--- config.mk ---
export PLATFORM = sky130hd
export DESIGN_NAME = mbox_tx_arb
export DESIGN_NICKNAME = d
export VERILOG_FILES = /design/src/rtl/mbox_arb_pkg.sv /design/src/rtl/mbox_regs.sv /design/src/rtl/mbox_prio_pick.sv /design/src/rtl/mbox_grant_ctl.sv /design/src/rtl/mbox_tx_arb.sv
export SDC_FILE = /design/constraint.sdc
export NUM_CORES = 2
export LEC_CHECK = 0
export BUFFER_PORTS_ARGS = -buffer_cell sky130_fd_sc_hd__buf_2
export CORE_MARGIN = 1
export CORE_UTILIZATION = 60
export CTS_BUF_LIST = sky130_fd_sc_hd__clkbuf_8 sky130_fd_sc_hd__clkbuf_16
export CTS_CLUSTER_DIAMETER = 40
export DETAILED_ROUTE_END_ITERATION = 8
export PLACE_DENSITY = 0.83
export SLEW_MARGIN = 20
export SYNTH_ARGS = -nofsm -noshare
export SYNTH_HDL_FRONTEND = slang
export SYNTH_SLANG_ARGS = --single-unit
export TNS_END_PERCENT = 50
--- constraint.sdc ---
create_clock -name clk -period 66.2 [get_ports clk]
set_input_delay 3.31 -clock clk [delete_from_list [all_inputs] [get_ports clk]]
set_output_delay 3.31 -clock clk [all_outputs]
set_load 0.01 [all_outputs]
--- src/rtl/mbox_arb_pkg.sv ---
// Package: register word map and control-word field positions shared by the
// mailbox transmit arbiter and its checker.
package mbox_arb_pkg;

    // Global register selects (word address when the top address bit is 0).
    typedef enum logic [2:0] {
        SEL_ENA    = 3'd0,
        SEL_DIR    = 3'd1,
        SEL_REQ    = 3'd2,
        SEL_ABORT  = 3'd3,
        SEL_ACK    = 3'd4,
        SEL_ABACK  = 3'd5,
        SEL_IMASK  = 3'd6,
        SEL_GFLAG  = 3'd7
    } reg_sel_e;

    // Control-word field positions.
    localparam int unsigned PRIO_LSB = 8;
    localparam int unsigned PRIO_W   = 6;
    localparam int unsigned LEN_LSB  = 0;
    localparam int unsigned LEN_W    = 4;
    localparam int unsigned RTR_BIT  = 4;

endpackage

--- src/rtl/mbox_regs.sv ---
// Module: mbox_regs
// Holds the mailbox register state. It covers enable, direction, pending,
// acknowledge, abort-acknowledge, interrupt mask, global flag and one
// control word per mailbox. It applies software writes and frame-engine
// completions.
// Assumes NUM_MBOX <= DATA_W and ADDR_W == IDX_W + 1. The upper half of
// the address space holds the control words.
module mbox_regs
    import mbox_arb_pkg::*;
#(
    parameter int unsigned NUM_MBOX = 32,
    parameter int unsigned DATA_W   = 32,
    parameter int unsigned IDX_W    = $clog2(NUM_MBOX),
    parameter int unsigned ADDR_W   = IDX_W + 1
) (
    input  logic                clk,
    input  logic                rst_n,
    input  logic                wr_en,
    input  logic [ADDR_W-1:0]   wr_addr,
    input  logic [DATA_W-1:0]   wr_data,
    input  logic [ADDR_W-1:0]   rd_addr,
    output logic [DATA_W-1:0]   rd_data,
    input  logic                done_fire,
    input  logic [IDX_W-1:0]    done_idx,
    input  logic                busy,
    input  logic [IDX_W-1:0]    busy_idx,
    output logic [NUM_MBOX-1:0] ena_o,
    output logic [NUM_MBOX-1:0] dir_o,
    output logic [NUM_MBOX-1:0] pend_o,
    output logic [NUM_MBOX-1:0] ack_o,
    output logic [DATA_W-1:0]   ctrl_o [NUM_MBOX],
    output logic                irq_o
);

    localparam logic [NUM_MBOX-1:0] ONE_HOT0 = NUM_MBOX'(1);

    logic [NUM_MBOX-1:0] ena_q, dir_q, pend_q, ack_q, abak_q, imask_q;
    logic                gflag_q;
    logic [DATA_W-1:0]   ctrl_q [NUM_MBOX];

    logic                glob_wr;
    logic                ctrl_wr;
    reg_sel_e            wsel;
    logic [NUM_MBOX-1:0] wbits;
    logic [NUM_MBOX-1:0] done_vec;
    logic [NUM_MBOX-1:0] flight_vec;
    logic [NUM_MBOX-1:0] set_vec;
    logic [NUM_MBOX-1:0] abort_vec;
    logic [NUM_MBOX-1:0] ack_clr;
    logic [NUM_MBOX-1:0] abak_clr;

    // Decode the write strobe into per-register bit vectors.
    always_comb begin
        glob_wr    = wr_en && !wr_addr[ADDR_W-1];
        ctrl_wr    = wr_en &&  wr_addr[ADDR_W-1];
        wsel       = reg_sel_e'(wr_addr[2:0]);
        wbits      = wr_data[NUM_MBOX-1:0];
        done_vec   = done_fire ? (ONE_HOT0 << done_idx) : '0;
        flight_vec = busy ? (ONE_HOT0 << busy_idx) : '0;
        set_vec    = (glob_wr && wsel == SEL_REQ)   ? wbits : '0;
        abort_vec  = (glob_wr && wsel == SEL_ABORT) ? (wbits & pend_q & ~flight_vec) : '0;
        ack_clr    = (glob_wr && wsel == SEL_ACK)   ? wbits : '0;
        abak_clr   = (glob_wr && wsel == SEL_ABACK) ? wbits : '0;
    end

    // Plain read/write configuration registers.
    always_ff @(posedge clk) begin
        if (!rst_n) begin
            ena_q   <= '0;
            dir_q   <= '0;
            imask_q <= '0;
        end else if (glob_wr) begin
            if (wsel == SEL_ENA)   ena_q   <= wbits;
            if (wsel == SEL_DIR)   dir_q   <= wbits;
            if (wsel == SEL_IMASK) imask_q <= wbits;
        end
    end

    // Pending requests: set by software, retired by completion or abort.
    always_ff @(posedge clk) begin
        if (!rst_n) pend_q <= '0;
        else        pend_q <= (pend_q & ~done_vec & ~abort_vec) | set_vec;
    end

    // Acknowledge and abort-acknowledge flags: hardware set wins over clear.
    always_ff @(posedge clk) begin
        if (!rst_n) begin
            ack_q  <= '0;
            abak_q <= '0;
        end else begin
            ack_q  <= (ack_q  & ~ack_clr)  | done_vec;
            abak_q <= (abak_q & ~abak_clr) | abort_vec;
        end
    end

    // Global mailbox interrupt flag.
    always_ff @(posedge clk) begin
        if (!rst_n)
            gflag_q <= 1'b0;
        else if (done_fire && imask_q[done_idx])
            gflag_q <= 1'b1;
        else if (glob_wr && wsel == SEL_GFLAG && wr_data[0])
            gflag_q <= 1'b0;
    end

    // One control word per mailbox.
    for (genvar m = 0; m < NUM_MBOX; m++) begin : g_ctrl
        // Write control word m when its address is selected.
        always_ff @(posedge clk) begin
            if (!rst_n)
                ctrl_q[m] <= '0;
            else if (ctrl_wr && wr_addr[IDX_W-1:0] == IDX_W'(m))
                ctrl_q[m] <= wr_data;
        end
        assign ctrl_o[m] = ctrl_q[m];
    end

    // Combinational read multiplexer.
    always_comb begin
        rd_data = '0;
        if (rd_addr[ADDR_W-1]) begin
            rd_data = ctrl_q[rd_addr[IDX_W-1:0]];
        end else begin
            case (reg_sel_e'(rd_addr[2:0]))
                SEL_ENA:   rd_data[NUM_MBOX-1:0] = ena_q;
                SEL_DIR:   rd_data[NUM_MBOX-1:0] = dir_q;
                SEL_REQ:   rd_data[NUM_MBOX-1:0] = pend_q;
                SEL_ABORT: rd_data = '0;
                SEL_ACK:   rd_data[NUM_MBOX-1:0] = ack_q;
                SEL_ABACK: rd_data[NUM_MBOX-1:0] = abak_q;
                SEL_IMASK: rd_data[NUM_MBOX-1:0] = imask_q;
                SEL_GFLAG: rd_data[0] = gflag_q;
                default:   rd_data = '0;
            endcase
        end
    end

    assign ena_o  = ena_q;
    assign dir_o  = dir_q;
    assign pend_o = pend_q;
    assign ack_o  = ack_q;
    assign irq_o  = gflag_q;

endmodule

--- src/rtl/mbox_prio_pick.sv ---
// Module: mbox_prio_pick
// Combinational selector. It forms a key {priority, index} for every
// qualifying mailbox and returns the largest key. This yields the highest
// priority, with ties going to the higher index.
// Assumes NUM_MBOX keys are distinct because the index is part of the key.
module mbox_prio_pick
    import mbox_arb_pkg::*;
#(
    parameter int unsigned NUM_MBOX = 32,
    parameter int unsigned DATA_W   = 32,
    parameter int unsigned IDX_W    = $clog2(NUM_MBOX)
) (
    input  logic [NUM_MBOX-1:0] ena,
    input  logic [NUM_MBOX-1:0] dir,
    input  logic [NUM_MBOX-1:0] pend,
    input  logic [DATA_W-1:0]   ctrl [NUM_MBOX],
    output logic                pick_valid,
    output logic [IDX_W-1:0]    pick_idx
);

    localparam int unsigned KEY_W = PRIO_W + IDX_W;

    logic [NUM_MBOX-1:0] qual;
    logic [KEY_W-1:0]    key [NUM_MBOX];

    for (genvar m = 0; m < NUM_MBOX; m++) begin : g_key
        assign qual[m] = ena[m] && !dir[m] && pend[m];
        assign key[m]  = {ctrl[m][PRIO_LSB +: PRIO_W], IDX_W'(m)};
    end

    logic [KEY_W-1:0] best;

    // Scan all keys and keep the largest qualifying one.
    always_comb begin
        pick_valid = 1'b0;
        best       = '0;
        for (int m = 0; m < NUM_MBOX; m++) begin
            if (qual[m] && (!pick_valid || key[m] > best)) begin
                pick_valid = 1'b1;
                best       = key[m];
            end
        end
        pick_idx = best[IDX_W-1:0];
    end

endmodule

--- src/rtl/mbox_grant_ctl.sv ---
// Module: mbox_grant_ctl
// Grant state machine. It latches the selected mailbox on a free-bus pulse
// while idle, holds it until completion, and reports the completion edge.
// Assumes tx_done is meaningful only while a grant is held.
module mbox_grant_ctl #(
    parameter int unsigned IDX_W = 5
) (
    input  logic             clk,
    input  logic             rst_n,
    input  logic             bus_free,
    input  logic             tx_done,
    input  logic             pick_valid,
    input  logic [IDX_W-1:0] pick_idx,
    output logic             busy_o,
    output logic [IDX_W-1:0] grant_idx_o,
    output logic             done_fire_o
);

    typedef enum logic {ST_IDLE = 1'b0, ST_FLIGHT = 1'b1} gst_e;

    gst_e             st_q;
    logic [IDX_W-1:0] idx_q;

    // Move between idle and in-flight; capture the winner on entry.
    always_ff @(posedge clk) begin
        if (!rst_n) begin
            st_q  <= ST_IDLE;
            idx_q <= '0;
        end else begin
            case (st_q)
                ST_IDLE: if (bus_free && pick_valid) begin
                    st_q  <= ST_FLIGHT;
                    idx_q <= pick_idx;
                end
                ST_FLIGHT: if (tx_done) st_q <= ST_IDLE;
                default: st_q <= ST_IDLE;
            endcase
        end
    end

    assign busy_o      = (st_q == ST_FLIGHT);
    assign grant_idx_o = idx_q;
    assign done_fire_o = (st_q == ST_FLIGHT) && tx_done;

endmodule

--- src/rtl/mbox_tx_arb.sv ---
// Module: mbox_tx_arb (top)
// Mailbox transmit priority arbiter. It joins the register file, the
// priority selector and the grant controller, and presents the granted
// mailbox's length code and remote-request flag.
// Assumes a single frame engine that pulses bus_free and tx_done.
module mbox_tx_arb
    import mbox_arb_pkg::*;
#(
    parameter int unsigned NUM_MBOX = 32,
    parameter int unsigned DATA_W   = 32,
    parameter int unsigned IDX_W    = $clog2(NUM_MBOX),
    parameter int unsigned ADDR_W   = IDX_W + 1
) (
    input  logic              clk,
    input  logic              rst_n,
    input  logic              wr_en,
    input  logic [ADDR_W-1:0] wr_addr,
    input  logic [DATA_W-1:0] wr_data,
    input  logic [ADDR_W-1:0] rd_addr,
    output logic [DATA_W-1:0] rd_data,
    input  logic              bus_free,
    input  logic              tx_done,
    output logic              grant_valid,
    output logic [IDX_W-1:0]  grant_idx,
    output logic [LEN_W-1:0]  grant_len,
    output logic              grant_rtr,
    output logic              irq
);

    logic [NUM_MBOX-1:0] ena_q, dir_q, pend_q, ack_q;
    logic [DATA_W-1:0]   ctrl_q [NUM_MBOX];
    logic                busy;
    logic [IDX_W-1:0]    busy_idx;
    logic                done_fire;
    logic                pick_valid;
    logic [IDX_W-1:0]    pick_idx;

    mbox_regs #(
        .NUM_MBOX(NUM_MBOX), .DATA_W(DATA_W), .IDX_W(IDX_W), .ADDR_W(ADDR_W)
    ) regs_i (
        .clk(clk), .rst_n(rst_n),
        .wr_en(wr_en), .wr_addr(wr_addr), .wr_data(wr_data),
        .rd_addr(rd_addr), .rd_data(rd_data),
        .done_fire(done_fire), .done_idx(busy_idx),
        .busy(busy), .busy_idx(busy_idx),
        .ena_o(ena_q), .dir_o(dir_q), .pend_o(pend_q), .ack_o(ack_q),
        .ctrl_o(ctrl_q), .irq_o(irq)
    );

    mbox_prio_pick #(
        .NUM_MBOX(NUM_MBOX), .DATA_W(DATA_W), .IDX_W(IDX_W)
    ) pick_i (
        .ena(ena_q), .dir(dir_q), .pend(pend_q), .ctrl(ctrl_q),
        .pick_valid(pick_valid), .pick_idx(pick_idx)
    );

    mbox_grant_ctl #(
        .IDX_W(IDX_W)
    ) gctl_i (
        .clk(clk), .rst_n(rst_n),
        .bus_free(bus_free), .tx_done(tx_done),
        .pick_valid(pick_valid), .pick_idx(pick_idx),
        .busy_o(busy), .grant_idx_o(busy_idx), .done_fire_o(done_fire)
    );

    // Present the grant and the granted mailbox's frame attributes.
    always_comb begin
        grant_valid = busy;
        grant_idx   = busy_idx;
        grant_len   = busy ? ctrl_q[busy_idx][LEN_LSB +: LEN_W] : '0;
        grant_rtr   = busy ? ctrl_q[busy_idx][RTR_BIT] : 1'b0;
    end

endmodule

After elaboration in Yosys (flattened, before gate mapping)
Memory sizes are Yosys's and may differ from the RTL's.
Index checks and enable logic that the tools add are counted.
{ "totals": {"regBits": 199, "ram_bits": 1024, "input_bits": 49, "out_inout_bits": 44, "elab_cells": 592, "memories": 1} }
{ "classes": {"magnitude_cmp": 33, "eq_ne": 45, "shift": 1, "muxes": 214, "bitwise_logic": 48, "reduce_logical": 241} }
{ "memory_table": {"columns": ["memory", "words", "word_bits", "rd", "rd_clocked_by_memory_dff", "write_ports", "line_no", "rtl"], "rows": [
  ["regs_i.ctrl_q", 32, 32, 33, 0, 32, "mbox_regs.sv:39", "logic [DATA_W-1:0] ctrl_q [NUM_MBOX];"]
]} }
{ "ops": {"columns": ["cell", "n"], "rows": [
  ["32-bit 2-to-1 mux", 39],
  ["11-bit greater-than comparator", 31],
  ["11-bit 2-to-1 mux", 31],
  ["32-bit AND", 6],
  ["31-bit case mux with 6 select lines", 1],
  ["32-bit binary-select mux with 5-bit select", 1],
  ["32-bit NOT", 5],
  ["1-bit logical AND", 138],
  ["1-bit 2-to-1 mux", 135],
  ["32-bit bitwise OR", 3],
  ["5-bit == test, second input constant", 16],
  ["1-bit logical NOT", 64],
  ["5-bit by 4-bit == test with 1-bit output, second input constant", 8],
  ["1-bit bitwise OR", 32],
  ["1-bit by 5-bit left shift with 32-bit output, first input constant", 1],
  ["1-bit logical OR", 31],
  ["3-bit == test, second input constant", 8],
  ["5-bit by 3-bit == test with 1-bit output, second input constant", 4],
  ["5-bit 2-to-1 mux", 3],
  ["3-bit by 2-bit == test with 1-bit output, second input constant", 4],
  ["5-bit by 2-bit == test with 1-bit output, second input constant", 2],
  ["1-bit case mux with 8 select lines", 1],
  ["2-bit AND reduction", 4],
  ["3-bit by 1-bit == test with 1-bit output, second input constant", 2],
  ["11 further kinds", 12]
]} }

Logic depth before layout (Yosys ltp)
{ "logic_depth": {"word_depth": 131, "ltp_mapped": 334, "mapped_depth_nobuf": 308} }

By module
From an unflattened synthesis, not the netlist that was laid out.
{ "unflattened": {"hier_cells": 5873, "area_unflattened_um2": 67940.2} }
{ "modules_own_cells": {"columns": ["module", "instances", "cells_each", "area_per_inst_um2", "seq_area_each_um2"], "rows": [
  ["mbox_regs", 1, 4300, 56593.0, 34613.2],
  ["mbox_prio_pick", 1, 1439, 9670.5, 0.0],
  ["mbox_tx_arb", 1, 107, 1420.1, 0.0],
  ["mbox_grant_ctl", 1, 27, 256.5, 120.1]
]} }

Least setup slack after synthesis
Ideal clock, no wire load.
{ "synth_timing": {"kind": "register -> register", "startpoint": "register regs_i.dir_q[0], in the netlist regs_i.dir_o[0]", "endpoint": "register gctl_i.idx_q[2], in the netlist gctl_i.grant_idx_o[2]", "setup_ns": 0.120, "arrival_time_ns": 52.499, "required_time_ns": 66.080, "slack_ns": 13.580, "stages_incl_launch_ff": 311, "n_path_buf": 26, "synth_period_minus_slack_ns": 52.620, "path_cell_list": "dfxtp_1 and3b_1 buf_4 clkbuf_1 nand2_1 ha_1 a21oi_1 and2_4 nand3_1 nand2_1 nand3_1 nand2_1 inv_1 ha_1 a211oi_1 o221ai_2 nor3_1 o21ai_0 [275 not listed] nand2b_1 a211oi_1 or2_2 clkbuf_1 nor2_1 a21o_1 ha_1 nor2b_1 o21a_1 o21a_1 o21ai_0 nand2b_1 a21oi_1 a21oi_1 nor2b_1 and2_1 and3_1 a21oi_1"} }
{ "synth_between": {"elab_chain_len": 130, "word_cells_on_any_way": 193, "cone_classes": "order compare (31); mux (64); reduce/logical (98)"} }
{ "synth_rtl": {"columns": ["item", "line_no", "rtl"], "rows": [
  ["start: declaration", "mbox_regs.sv:37", "logic [NUM_MBOX-1:0] ena_q, dir_q, pend_q, ack_q, abak_q, imask_q;"],
  ["start signal: assignment", "mbox_regs.sv:74", "if (wsel == SEL_DIR) dir_q <= wbits;"],
  ["1-bit logical NOT (*)", "mbox_prio_pick.sv:27", "assign qual[m] = ena[m] && !dir[m] && pend[m];"],
  ["1-bit logical AND (*) (2 in series)", "mbox_prio_pick.sv:27", null],
  ["11-bit 2-to-1 mux / 1-bit 2-to-1 mux (equally long branches)", "mbox_prio_pick.sv:38", "if (qual[m] && (!pick_valid || key[m] > best)) begin"],
  ["11-bit greater-than comparator / 1-bit logical NOT (equally long branches)", "mbox_prio_pick.sv:38", null],
  ["1-bit logical OR", "mbox_prio_pick.sv:38", null],
  ["1-bit logical AND", "mbox_prio_pick.sv:38", null],
  ["11-bit 2-to-1 mux / 1-bit 2-to-1 mux (equally long branches)", "mbox_prio_pick.sv:38", null],
  ["11-bit greater-than comparator / 1-bit logical NOT (equally long branches)", "mbox_prio_pick.sv:38", null],
  ["[113 not listed]", null, null],
  ["1-bit logical AND", "mbox_prio_pick.sv:38", null],
  ["11-bit 2-to-1 mux / 1-bit 2-to-1 mux (equally long branches)", "mbox_prio_pick.sv:38", null],
  ["11-bit greater-than comparator / 1-bit logical NOT (equally long branches)", "mbox_prio_pick.sv:38", null],
  ["1-bit logical OR", "mbox_prio_pick.sv:38", null],
  ["1-bit logical AND", "mbox_prio_pick.sv:38", null],
  ["1-bit 2-to-1 mux", "mbox_prio_pick.sv:38", null],
  ["1-bit logical AND", "mbox_grant_ctl.sv:31", "ST_IDLE: if (bus_free && pick_valid) begin"],
  ["2-bit AND reduction (no source line)", null, null],
  ["end signal: assignment", "mbox_grant_ctl.sv:33", "idx_q <= pick_idx;"],
  ["end: declaration", "mbox_grant_ctl.sv:22", "logic [IDX_W-1:0] idx_q;"]
]} }
Every way passes the cells marked *; elsewhere a longest branch is shown, timed or not.
A chain may end at the register's enable or synchronous reset.

Final worst setup path
{ "layout_timing": {"startpoint": "register regs_i.pend_q[0], in the netlist regs_i.pend_o[0]", "endpoint": "register gctl_i.idx_q[4], in the netlist gctl_i.grant_idx_o[4]"} }
{ "layout_between": {"elab_chain_len": 128, "word_cells_on_any_way": 191, "cone_classes": "order compare (31); mux (64); reduce/logical (96)"} }
{ "layout_rtl": {"columns": ["item", "line_no", "rtl"], "rows": [
  ["start: declaration", "mbox_regs.sv:37", null],
  ["start signal: assignment", "mbox_regs.sv:82", "else pend_q <= (pend_q & ~done_vec & ~abort_vec) | set_vec;"],
  ["1-bit logical AND (*)", "mbox_prio_pick.sv:27", null],
  ["11-bit 2-to-1 mux / 1-bit 2-to-1 mux (equally long branches)", "mbox_prio_pick.sv:38", null],
  ["11-bit greater-than comparator / 1-bit logical NOT (equally long branches)", "mbox_prio_pick.sv:38", null],
  ["1-bit logical OR", "mbox_prio_pick.sv:38", null],
  ["1-bit logical AND", "mbox_prio_pick.sv:38", null],
  ["11-bit 2-to-1 mux / 1-bit 2-to-1 mux (equally long branches)", "mbox_prio_pick.sv:38", null],
  ["11-bit greater-than comparator / 1-bit logical NOT (equally long branches)", "mbox_prio_pick.sv:38", null],
  ["1-bit logical OR", "mbox_prio_pick.sv:38", null],
  ["[112 not listed]", null, null],
  ["1-bit logical AND", "mbox_prio_pick.sv:38", null],
  ["11-bit 2-to-1 mux / 1-bit 2-to-1 mux (equally long branches)", "mbox_prio_pick.sv:38", null],
  ["11-bit greater-than comparator / 1-bit logical NOT (equally long branches)", "mbox_prio_pick.sv:38", null],
  ["1-bit logical OR", "mbox_prio_pick.sv:38", null],
  ["1-bit logical AND", "mbox_prio_pick.sv:38", null],
  ["1-bit 2-to-1 mux", "mbox_prio_pick.sv:38", null],
  ["1-bit logical AND", "mbox_grant_ctl.sv:31", null],
  ["2-bit AND reduction (no source line)", null, null]
]} }
Marked as above.

==> flow_summary.ini <==
[critical_path]
slowest_stage = a2111oi_0
required_ps = 66860
endpoint_kind = flip-flop
r2r-start = regs_i.pend_o[0]
path_max_fanout = 16
critPathLaunch = regs_i.pend_o[0]
critPathKind = flip-flop to flip-flop
startpoint_type = flip-flop
crit_family = compound AO/OA/AOI/OAI gates
cp.arrival_ps = 60930
crit_path_max_incr_delay_ps = 780
critPathBufInv = 28
crit_top_cell = o21ai_0

[drt]
final_antenna_net_count = 0
drt_wl_total_mm = 215
wl_per_cell_um = 31.3
drc_errors = 0
first_iter_violations = 7162
num_vias = 47800
vias_per_cell = 6.95
drt-pass1-iter-count = 7

[timing]
fmax_mhz = 16.6
slew_headroom_pct = 23.5
slew_viol_final = 0
finalHoldViolCount = 0
min_period_ps = 60270
setup_viol = 0
tns_ps = 0
rsz0062_at_grt = false
fin_skew_ps = 66.0
post-route-period-util_pct = 91.0
tightest_slew_ps = 1150

[synth]
seq_area_frac_synth_pct = 52.6
avgSynthCellArea_sq_um = 12.1
async_flop_share_pct = 0
yosys_warnings = 0
synth_nets = 5614
syn_area_sq_um = 66000
synth_ff_type = edfxtp_1
ys_types = 108
synthCells = 5438
synth-seq-cells = 1223
synth_enable_flop_cells = 1024

[power_and_ir_drop]
internal_power_mw = 1.40
p_sw_mw = 0.473
switching_share_pct = 25.3
p_per_area_nw_per_um2 = 25.7
comb_power_share_pct = 8.5
power_leakage_nw = 25.4
seq_power_share_pct = 47.5
clkPwrFrac_pct = 43.9
ir_drop_v = 0.0000264

[final_layout]
syn2layout_area_growth_pct = 10.4
drive_gt1_share_pct = 18.1
final_cells = 6868
nFillCells = 7353
finalNetCount = 5504
post-route-util_pct = 66.8

[clock_network]
cts_max_level = 4
clk_path_buf_depth = 3
cts_buffers = 149
cts.sinks = 1223
holdBufCountCts = 0
root_buffer = clkbuf_16
clock_latency_ps = 800
tritoncts = done
path_clk_slew_ps = 60

[floorplan]
die_area_sq_um = 111000
start_util_pct = 60.6
die_y_um = 334
core_sq_um = 109000
rows = 121
die_w_um = 334
io-pin-count = 93

[run]
drv_cap = 0

[global_route]
first_global_vias = 46700
grt_max_degree = 125
grt_overflow = 0
antenna_found_initial = 14
grt_pass1_wl_mm = 310
grtUsageTotal_pct = 38.5

[placed_design]
gp_congestion = 1.01
placed_cells = 6591
dp_hpwl_mm = 136
port-buffer-count = 92

[status]
status = finished, final reports clean

[min_path]
hp-start = regs_i.ack_o[8]
hp-class = flip-flop to flip-flop
==> layer usage <==
| metal | vias to the layer above | GRT usage [%] | routed length [um] |
|---|---|---|---|
| met4 | 10 | 26.4 | 17100 |
| met3 | 885 | 10.5 | 29500 |
| met5 | - | 0.391 | 99 |
| li1 | 19700 | - | - |
| met1 | 23300 | 49.0 | 73000 |
| met2 | 3857 | 57.7 | 95000 |
==> registers in the layout (all words and copies together), names as in the netlist <==
| name | count |
|---|---|
| regs_i.dir_o | 32 |
| regs_i.imask_q | 32 |
| regs_i.ack_o | 32 |
| regs_i.irq_o | 1 |
| regs_i.ena_o | 32 |
| regs_i.pend_o | 32 |
| gctl_i.grant_idx_o | 5 |
| gctl_i.busy_o | 1 |
| regs_i.ctrl_q | 1024 |
| regs_i.abak_q | 32 |
==> synth_stat cells, types with 45 or more instances <==
cell	instances	share of area (%)
mux2i_1	90	1.4
a21oi_1	131	0.99
ha_1	127	2.4
mux4_2	381	13
nor3_1	45	0.34
dfxtp_1	199	6.0
buf_1	45	0.26
nor2_1	243	1.4
nand2_1	528	3.0
clkbuf_1	395	2.2
nor2b_1	52	0.49
a22oi_1	69	0.78
o21ai_0	148	1.1
a21boi_0	161	1.8
and2_1	1044	9.9
inv_1	129	0.73
nand3_1	59	0.45
edfxtp_1	1024	47
==> through the flow <==
step	total power [mW]	cell area (sq um)	worst slack (ps)	hold WS, ps
2_1_floorplan	0.990	66000	13580	440
3_3_place_gp	1.05	67800	7500	451
3_5_place_dp	1.06	67800	6100	460
4_1_cts	1.86	72800	5910	468
5_1_grt	1.90	72800	271	482
6_report	1.87	72900	5930	467
==> layout by cell type, fill, tap and decap left out, types with 32 or more instances in the layout <==
| master | instances |
|---|---|
| nand4_1 | 37 |
| mux2i_1 | 90 |
| nand2b_1 | 37 |
| buf_2 | 87 |
| a21boi_0 | 161 |
| mux4_2 | 381 |
| a32oi_1 | 33 |
| nor3_1 | 42 |
| nor2b_1 | 51 |
| a21oi_1 | 129 |
| nand2_1 | 528 |
| o21ai_0 | 116 |
| edfxtp_1 | 1024 |
| o21ai_4 | 32 |
| clkbuf_16 | 151 |
| nor2_2 | 38 |
| and2_1 | 1043 |
| ha_1 | 127 |
| a22oi_1 | 69 |
| dfxtp_1 | 197 |
| inv_1 | 143 |
| nor2_1 | 204 |
| buf_4 | 98 |
| nand3_1 | 59 |
==> logic make-up after synthesis <==
group | after synthesis | share of synthesized area (%)
simple gates | 2163 | 17.6
flops | 1223 | 52.6
compound gates | 811 | 8.59
buf+inv | 582 | 3.36
mux | 514 | 15.2
fa+ha+maj | 131 | 2.47
xor+xnor | 14 | 0.186
==> worst register-to-register path: cells and delay by family, from the launching register on <==
| family | cells | cell delay, ps |
|---|---|---|
| AND/OR/NAND/NOR | 82 | 14850 |
| buffers and inverters | 28 | 2210 |
| multiplexers | 15 | 5300 |
| adder cells (fa/ha/maj) | 32 | 8180 |
| flip-flops | 1 | 360 |
| AO/OA/AOI/OAI | 132 | 29270 |
==> what timing repair did <==
| item | 4_1_cts | 5_1_grt |
|---|---|---|
| setup endpoints to repair | 0 | 5 |
| hold endpoints to repair | 0 | 0 |
| setup buffers | 0 | 0 |
| gates resized for setup | 0 | 2 |
==> layout make-up <==
type / instances / area [sq um] / share of cell area (%)
Sequential cell: 1223 / 34700 / 47.7
Multi-Input combinational cell: 3633 / 29600 / 40.6
Clock buffer: 152 / 3790 / 5.20
Tap cell: 1414 / 1770 / 2.43
Timing Repair Buffer: 192 / 1290 / 1.77
Clock inverter: 117 / 1200 / 1.65
Inverter: 129 / 484 / 0.665
Antenna cell: 8 / 20.0 / 0.0275
==> power groups by stage <==
stage	clock network (mW)	logic (mW)	registers [mW]
2_1_floorplan	0	0.0945	0.896
3_3_place_gp	0	0.150	0.901
3_5_place_dp	0	0.153	0.903
4_1_cts	0.821	0.154	0.888
5_1_grt	0.851	0.162	0.892
6_report	0.822	0.159	0.889
==> final timing paths <==
| check | end | slack (ps) | cells after the start |
|---|---|---|---|
| min | regs_i.ack_o[8] | 470 | 2 |
| min reg2reg | regs_i.ack_o[8] | 470 | 2 |
| max reg2reg | gctl_i.grant_idx_o[4] | 5930 | 289 |
| max | gctl_i.grant_idx_o[4] | 5930 | 289 |
No activity file was read; power rests on OpenSTA's default activity.
